$ cat src/rtl/madd_pkg.sv
package madd_pkg;

  // operand count left after one row of 3:2 compressors
  function automatic int csa_next(input int n);
    return (n / 3) * 2 + (n % 3);
  endfunction

  // operand count after s compressor rows
  function automatic int ops_at(input int n, input int s);
    int m;
    m = n;
    for (int k = 0; k < s; k++) m = csa_next(m);
    return m;
  endfunction

  // compressor rows needed to reach two operands or fewer
  function automatic int tree_depth(input int n);
    int m;
    int d;
    m = n;
    d = 0;
    while (m > 2) begin
      m = csa_next(m);
      d++;
    end
    return d;
  endfunction

  function automatic int count_set(input logic [31:0] v);
    int c;
    c = 0;
    for (int i = 0; i < 32; i++) c += int'(v[i]);
    return c;
  endfunction

endpackage

$ cat src/rtl/madd_csa_row.sv
module madd_csa_row #(
  parameter int W = 16
) (
  input  logic [W-1:0] a_i,
  input  logic [W-1:0] b_i,
  input  logic [W-1:0] c_i,
  input  logic [W-1:0] cut_i,
  output logic [W-1:0] sum_o,
  output logic [W-1:0] cry_o
);
  logic [W-1:0] maj;

  assign sum_o = a_i ^ b_i ^ c_i;
  assign maj   = (a_i & b_i) | (a_i & c_i) | (b_i & c_i);
  // carry of bit i lands on bit i+1 unless a lane boundary sits there
  assign cry_o = {maj[W-2:0], 1'b0} & ~cut_i;
endmodule

$ cat src/rtl/madd_part_adder.sv
module madd_part_adder #(
  parameter int W = 16
) (
  input  logic [W-1:0] a_i,
  input  logic [W-1:0] b_i,
  input  logic [W-1:0] cut_i,
  output logic [W-1:0] sum_o
);
  always_comb begin
    logic c;
    logic cin;
    c = 1'b0;
    for (int i = 0; i < W; i++) begin
      cin      = cut_i[i] ? 1'b0 : c;
      sum_o[i] = a_i[i] ^ b_i[i] ^ cin;
      c        = (a_i[i] & b_i[i]) | (a_i[i] & cin) | (b_i[i] & cin);
    end
  end
endmodule

$ cat src/rtl/madd_lvl_reg.sv
module madd_lvl_reg #(
  parameter int DW = 8,
  parameter bit EN = 1'b1
) (
  input  logic          clk,
  input  logic          rst,
  input  logic [DW-1:0] d_i,
  output logic [DW-1:0] q_o
);
  generate
    if (EN) begin : g_reg
      logic [DW-1:0] q;
      always_ff @(posedge clk) begin
        if (rst) q <= '0;
        else     q <= d_i;
      end
      assign q_o = q;
    end else begin : g_wire
      assign q_o = d_i;
    end
  endgenerate
endmodule

$ cat src/rtl/madd_reducer.sv
module madd_reducer
  import madd_pkg::*;
#(
  parameter int          N_IN     = 7,
  parameter int          W        = 16,
  parameter int          P_LO     = 4,
  parameter int          P_HI     = 8,
  parameter logic [31:0] REG_MASK = 32'b10_0100
) (
  input  logic                                  clk,
  input  logic                                  rst,
  input  logic [((N_IN > 0) ? N_IN : 1)*W-1:0]  op_vec_i,
  input  logic                                  lo_split_i,
  input  logic                                  hi_split_i,
  output logic [W-1:0]                          sum_o
);
  localparam int NOPS    = (N_IN > 2) ? N_IN : 2;
  localparam int DEPTH   = tree_depth(N_IN);
  localparam int OUT_LVL = DEPTH + 1;
  localparam int LAT     = count_set(REG_MASK);
  localparam bit BAD_MSK = (OUT_LVL < 31) ? ((REG_MASK >> (OUT_LVL + 1)) != 0) : 1'b0;

  generate
    if (BAD_MSK) begin : g_bad_mask
      $error("level mask selects a level beyond the final sum");
    end
  endgenerate

  logic [NOPS*W-1:0] lvl_raw [0:DEPTH];
  logic [W-1:0]      cut_raw [0:DEPTH];
  logic [NOPS*W-1:0] lvl_d   [0:DEPTH];
  logic [W-1:0]      lvl_cut [0:DEPTH];
  logic [W-1:0]      sum_raw;

  // level 0: raw operands and lane cuts
  generate
    if (N_IN > 0) begin : g_in
      if (NOPS > N_IN) begin : g_pad
        assign lvl_raw[0] = {{((NOPS - N_IN) * W){1'b0}}, op_vec_i};
      end else begin : g_full
        assign lvl_raw[0] = op_vec_i;
      end
    end else begin : g_none
      assign lvl_raw[0] = '0;
    end
  endgenerate

  always_comb begin
    cut_raw[0]       = '0;
    cut_raw[0][P_LO] = lo_split_i;
    cut_raw[0][P_HI] = hi_split_i;
  end

  // optional register at every tree level, cuts travel with data
  for (genvar k = 0; k <= DEPTH; k++) begin : g_lvl
    logic [NOPS*W+W-1:0] pk_d;
    logic [NOPS*W+W-1:0] pk_q;
    assign pk_d = {cut_raw[k], lvl_raw[k]};
    madd_lvl_reg #(.DW(NOPS*W+W), .EN(REG_MASK[k])) u_reg (
      .clk (clk),
      .rst (rst),
      .d_i (pk_d),
      .q_o (pk_q)
    );
    assign lvl_cut[k] = pk_q[NOPS*W +: W];
    assign lvl_d[k]   = pk_q[NOPS*W-1:0];
  end

  // compressor rows
  for (genvar k = 0; k < DEPTH; k++) begin : g_row
    localparam int CNT  = ops_at(N_IN, k);
    localparam int GRP  = CNT / 3;
    localparam int REM  = CNT % 3;
    localparam int NEXT = csa_next(CNT);

    assign cut_raw[k+1] = lvl_cut[k];

    for (genvar g = 0; g < GRP; g++) begin : g_csa
      madd_csa_row #(.W(W)) u_csa (
        .a_i   (lvl_d[k][(3*g)*W +: W]),
        .b_i   (lvl_d[k][(3*g+1)*W +: W]),
        .c_i   (lvl_d[k][(3*g+2)*W +: W]),
        .cut_i (lvl_cut[k]),
        .sum_o (lvl_raw[k+1][(2*g)*W +: W]),
        .cry_o (lvl_raw[k+1][(2*g+1)*W +: W])
      );
    end
    for (genvar r = 0; r < REM; r++) begin : g_pass
      assign lvl_raw[k+1][(2*GRP+r)*W +: W] = lvl_d[k][(3*GRP+r)*W +: W];
    end
    if (NEXT < NOPS) begin : g_zero
      assign lvl_raw[k+1][NOPS*W-1:NEXT*W] = '0;
    end
  end

  // final two-operand partitioned add and optional output register
  madd_part_adder #(.W(W)) u_fin (
    .a_i   (lvl_d[DEPTH][0 +: W]),
    .b_i   (lvl_d[DEPTH][W +: W]),
    .cut_i (lvl_cut[DEPTH]),
    .sum_o (sum_raw)
  );

  madd_lvl_reg #(.DW(W), .EN(REG_MASK[OUT_LVL])) u_out (
    .clk (clk),
    .rst (rst),
    .d_i (sum_raw),
    .q_o (sum_o)
  );

  // ---------------------------------------------------------------- checks
  function automatic logic [W-1:0] lane_total(input logic [NOPS*W-1:0] ops,
                                              input logic [W-1:0] cut);
    logic [W-1:0] res;
    logic [W-1:0] acc;
    logic [W-1:0] msk;
    int lo;
    res = '0;
    lo  = 0;
    for (int i = 1; i <= W; i++) begin
      if ((i == W) || cut[i % W]) begin
        msk = '0;
        for (int j = 0; j < W; j++) msk[j] = (j >= lo) && (j < i);
        acc = '0;
        for (int o = 0; o < NOPS; o++) acc = acc + (ops[o*W +: W] & msk);
        res = res | (acc & msk);
        lo  = i;
      end
    end
    return res;
  endfunction

  logic [W-1:0] ref_now;
  assign ref_now = lane_total(lvl_raw[0], cut_raw[0]);

  for (genvar k = 0; k < DEPTH; k++) begin : g_row_chk
    AST_ROW_CONSERVE: assert property (@(posedge clk) disable iff (rst)
      lane_total(lvl_raw[k+1], lvl_cut[k]) == lane_total(lvl_d[k], lvl_cut[k]));
  end

  AST_FINAL_LANES: assert property (@(posedge clk) disable iff (rst)
    sum_raw == lane_total(lvl_d[DEPTH], lvl_cut[DEPTH]));

  generate
    if (LAT == 0) begin : g_chk_comb
      AST_COMB_PATH: assert property (@(posedge clk) disable iff (rst)
        sum_o == ref_now);
    end else begin : g_chk_pipe
      logic [5:0] age;
      always_ff @(posedge clk) begin
        if (rst)               age <= '0;
        else if (age != 6'h3F) age <= age + 6'd1;
      end
      AST_LATENCY: assert property (@(posedge clk) disable iff (rst)
        (int'(age) >= LAT) |-> (sum_o == $past(ref_now, LAT)));
      AST_RESET_CLEAR: assert property (@(posedge clk) disable iff (rst)
        $past(rst) |-> (sum_o == '0));
    end
  endgenerate

endmodule

$ cat config.mk
export PLATFORM = sky130hd
export DESIGN_NAME = madd_reducer
export DESIGN_NICKNAME = d
export VERILOG_FILES = /design/src/rtl/madd_pkg.sv /design/src/rtl/madd_csa_row.sv /design/src/rtl/madd_part_adder.sv /design/src/rtl/madd_lvl_reg.sv /design/src/rtl/madd_reducer.sv
export SDC_FILE = /design/constraint.sdc
export NUM_CORES = 1
export LEC_CHECK = 0
export BUFFER_PORTS_ARGS = -buffer_cell sky130_fd_sc_hd__buf_2
export CAP_MARGIN = 20
export CORE_UTILIZATION = 45
export CTS_BUF_LIST = sky130_fd_sc_hd__clkbuf_16
export CTS_CLUSTER_DIAMETER = 150
export DETAILED_ROUTE_END_ITERATION = 10
export MAX_ROUTING_LAYER = met4
export PLACE_DENSITY = 0.75
export SETUP_SLACK_MARGIN = 0.05
export SLEW_MARGIN = 20
export SYNTH_ARGS = -nofsm -noshare
export SYNTH_HDL_FRONTEND = slang
export SYNTH_HIERARCHICAL = 1
export SYNTH_SLANG_ARGS = --single-unit
$ cat constraint.sdc
create_clock -name clk -period 9.7 [get_ports clk]
set_clock_uncertainty 0.05 [all_clocks]
set_input_delay 0 -clock clk [delete_from_list [all_inputs] [get_ports clk]]
set_output_delay 0 -clock clk [all_outputs]
set_load 0.005 [all_outputs]
==> reports/qor.csv <==
stage;metric;value;unit
run_status;outcome;finished, final reports clean;
route;wl_per_cell;10.5;um
worst_setup_path;cpPeakStageDelay;0.52;ns
floorplanning;initial_core_util;46.2;%
clocking;h-tree-depth;3;
final_layout;finalNetCount;764;
clocking;clock-sinks;95;
route;wl_met2;4380;um
global_routing;grt_pass1_vias;3252;
global_routing;grt_overflow_total;0;
route;remaining_drc_errors;0;
worst_setup_path;startpoint_type;register;
pwr;p_leak;2.94;nW
final_layout;diodes;0;
clocking;hold_buffers;18;
global_routing;grt_pass1_wl;13900;um
sta;period_needed;8.57;ns
floorplanning;die_h;133;um
sta;fmax;117;MHz
place;dpl.cell_count;749;
route;wl_met3;337;um
hold_path;min_path_type;input pin to register;
pwr;total_power;1.13;mW
sta;slew_viol_final;0;
place;place.gp.congestion;0.727;
sta;fin_ws;1.13;ns
sta;grt_setup_unrepaired;no;
sta;tightest_slew;0.953;ns
final_layout;fin_area;6520;um2
sta;finalSetupViolCount;0;
worst_setup_path;critical_path.endpoint_type;register;
worst_setup_path;crit_family;adder cells;
place;dpl_cell_area;6030;um2
worst_setup_path;cp_common_cell;fa_1;
synthesis;netlist_instances;734;
floorplanning;die-area;17600;um2
sta;final.setup.tns;0;ns
sta;final.period_utilization;88.4;%
floorplanning;fp-row-count;47;
flow_run;maxCapViolations;0;
route;drtIter0Drc;51;
route;highest_layer;met4;
worst_setup_path;required;9.93;ns
sta;report.final.hold_viol_count;0;
route;vias_per_cell;3.83;
route;drt_first_pass_iters;2;
clocking;numCtsBuffers;9;
global_routing;grtUsageTotal;10.7;%
worst_setup_path;path_max_fanout;1;
place;hpwlAfterDp;6630;um
clocking;cts_tree;built;
synthesis;yosys_warnings;6;
floorplanning;die_x;133;um
global_routing;grt_max_degree;96;
route;wirelength;8230;um
clocking;post_cts_resized;0;
clocking;cts_buffer_depth;2;
global_routing;antenna_found_initial;0;
sta;slew_headroom;36.5;%
route;wl_met1;3340;um
clocking;root_buffer;clkbuf_16;
route;antenna_left;0;
synthesis;synth.avg_cell_area;10.4;um2
clocking;worstSkewPairLatency;0.34;ns
clocking;clk_pin_slew;0.06;ns
floorplanning;design.core.area;16600;um2
clocking;post-cts-setup-buffers;0;
worst_setup_path;worst-path-buf-inv;1;
worst_setup_path;critPathKind;register to register;
final_layout;instances_no_fill;783;
worst_setup_path;slowest_stage;fa_1;
synthesis;synthesis.area;7670;um2
final_layout;area_growth;-15.0;%
place;port_buffers;131;
pwr;power.density;174;nW/um2
pwr;peakVddDrop;0.0885;mV
worst_setup_path;crit_arrival;8.80;ns
route;vias;3002;
final_layout;drive_gt1_share;27.9;%
place;dp_slack;1.12;ns
floorplanning;io_pins;132;
layout by cell type, fill, tap and decap left out:
cell / count
nor2b_2: 7
buf_2: 130
ha_1: 1
bufinv_16: 2
dlygate4sd3_1: 18
xor3_1: 5
and2b_2: 6
dfxtp_1: 95
nor2b_1: 170
nand2b_1: 1
buf_4: 1
nor2_1: 1
inv_1: 6
xnor2_1: 2
fa_1: 89
clkinv_2: 2
conb_1: 18
clkbuf_16: 9
tightest hold or removal path, cell delays in order:
cell and delay [ns]:
buf_2 0.08, fa_1 0.14, nor2b_1 0.10, nor2b_1 0.12
metal layers:
metal  up-vias  track usage, %
met1      1438            11.1
met3        12            3.07
li1       1489               -
met2        63            18.7
met5         -               -
met4         0            4.79
where the power goes:
part           switching [mW]  internal (mW)  leakage, nW
clock                   0.140          0.222        0.163
combinational           0.131          0.172         1.99
sequential             0.0228          0.445        0.787
per-stage QoR:
stage,util (%),hold slack (ns)
after floorplan,-,0.158
after global placement,36.4,0.165
after detailed placement,36.4,0.165
after CTS,39.3,0.0842
after global routing,39.3,0.125
final,39.3,0.0952
flip-flops by register name (all words and copies together) (netlist names):
register / flops
g_lvl.u_reg/q_o: 79
u_out/q_o: 16
final cells by class:
class,instances,area [um2]
clock inverters,7,81.3
repair buffers,149,838
multi-input cells,300,3190
fillers,1617,10100
inverters,3,11.3
clock buffers,9,225
well taps,220,275
flip-flops and latches,95,1900
path summary, 6_finish.rpt:
path	startpoint	to	slack (ns)	cells past startpoint
worst max register to register	g_lvl[2].u_reg/q_o[1]$_SDFF_PP0_	u_out/q_o[14]$_SDFF_PP0_	1.13	31
worst max-delay path	g_lvl[2].u_reg/q_o[1]$_SDFF_PP0_	u_out/q_o[14]$_SDFF_PP0_	1.13	31
worst min-delay path	op_vec_i[86]	g_lvl[2].u_reg/q_o[39]$_SDFF_PP0_	0.1	4
worst min register to register	g_lvl[2].u_reg/q_o[127]$_SDFF_PP0_	u_out/q_o[15]$_SDFF_PP0_	0.67	3
Power figures use the tool's default switching activity.
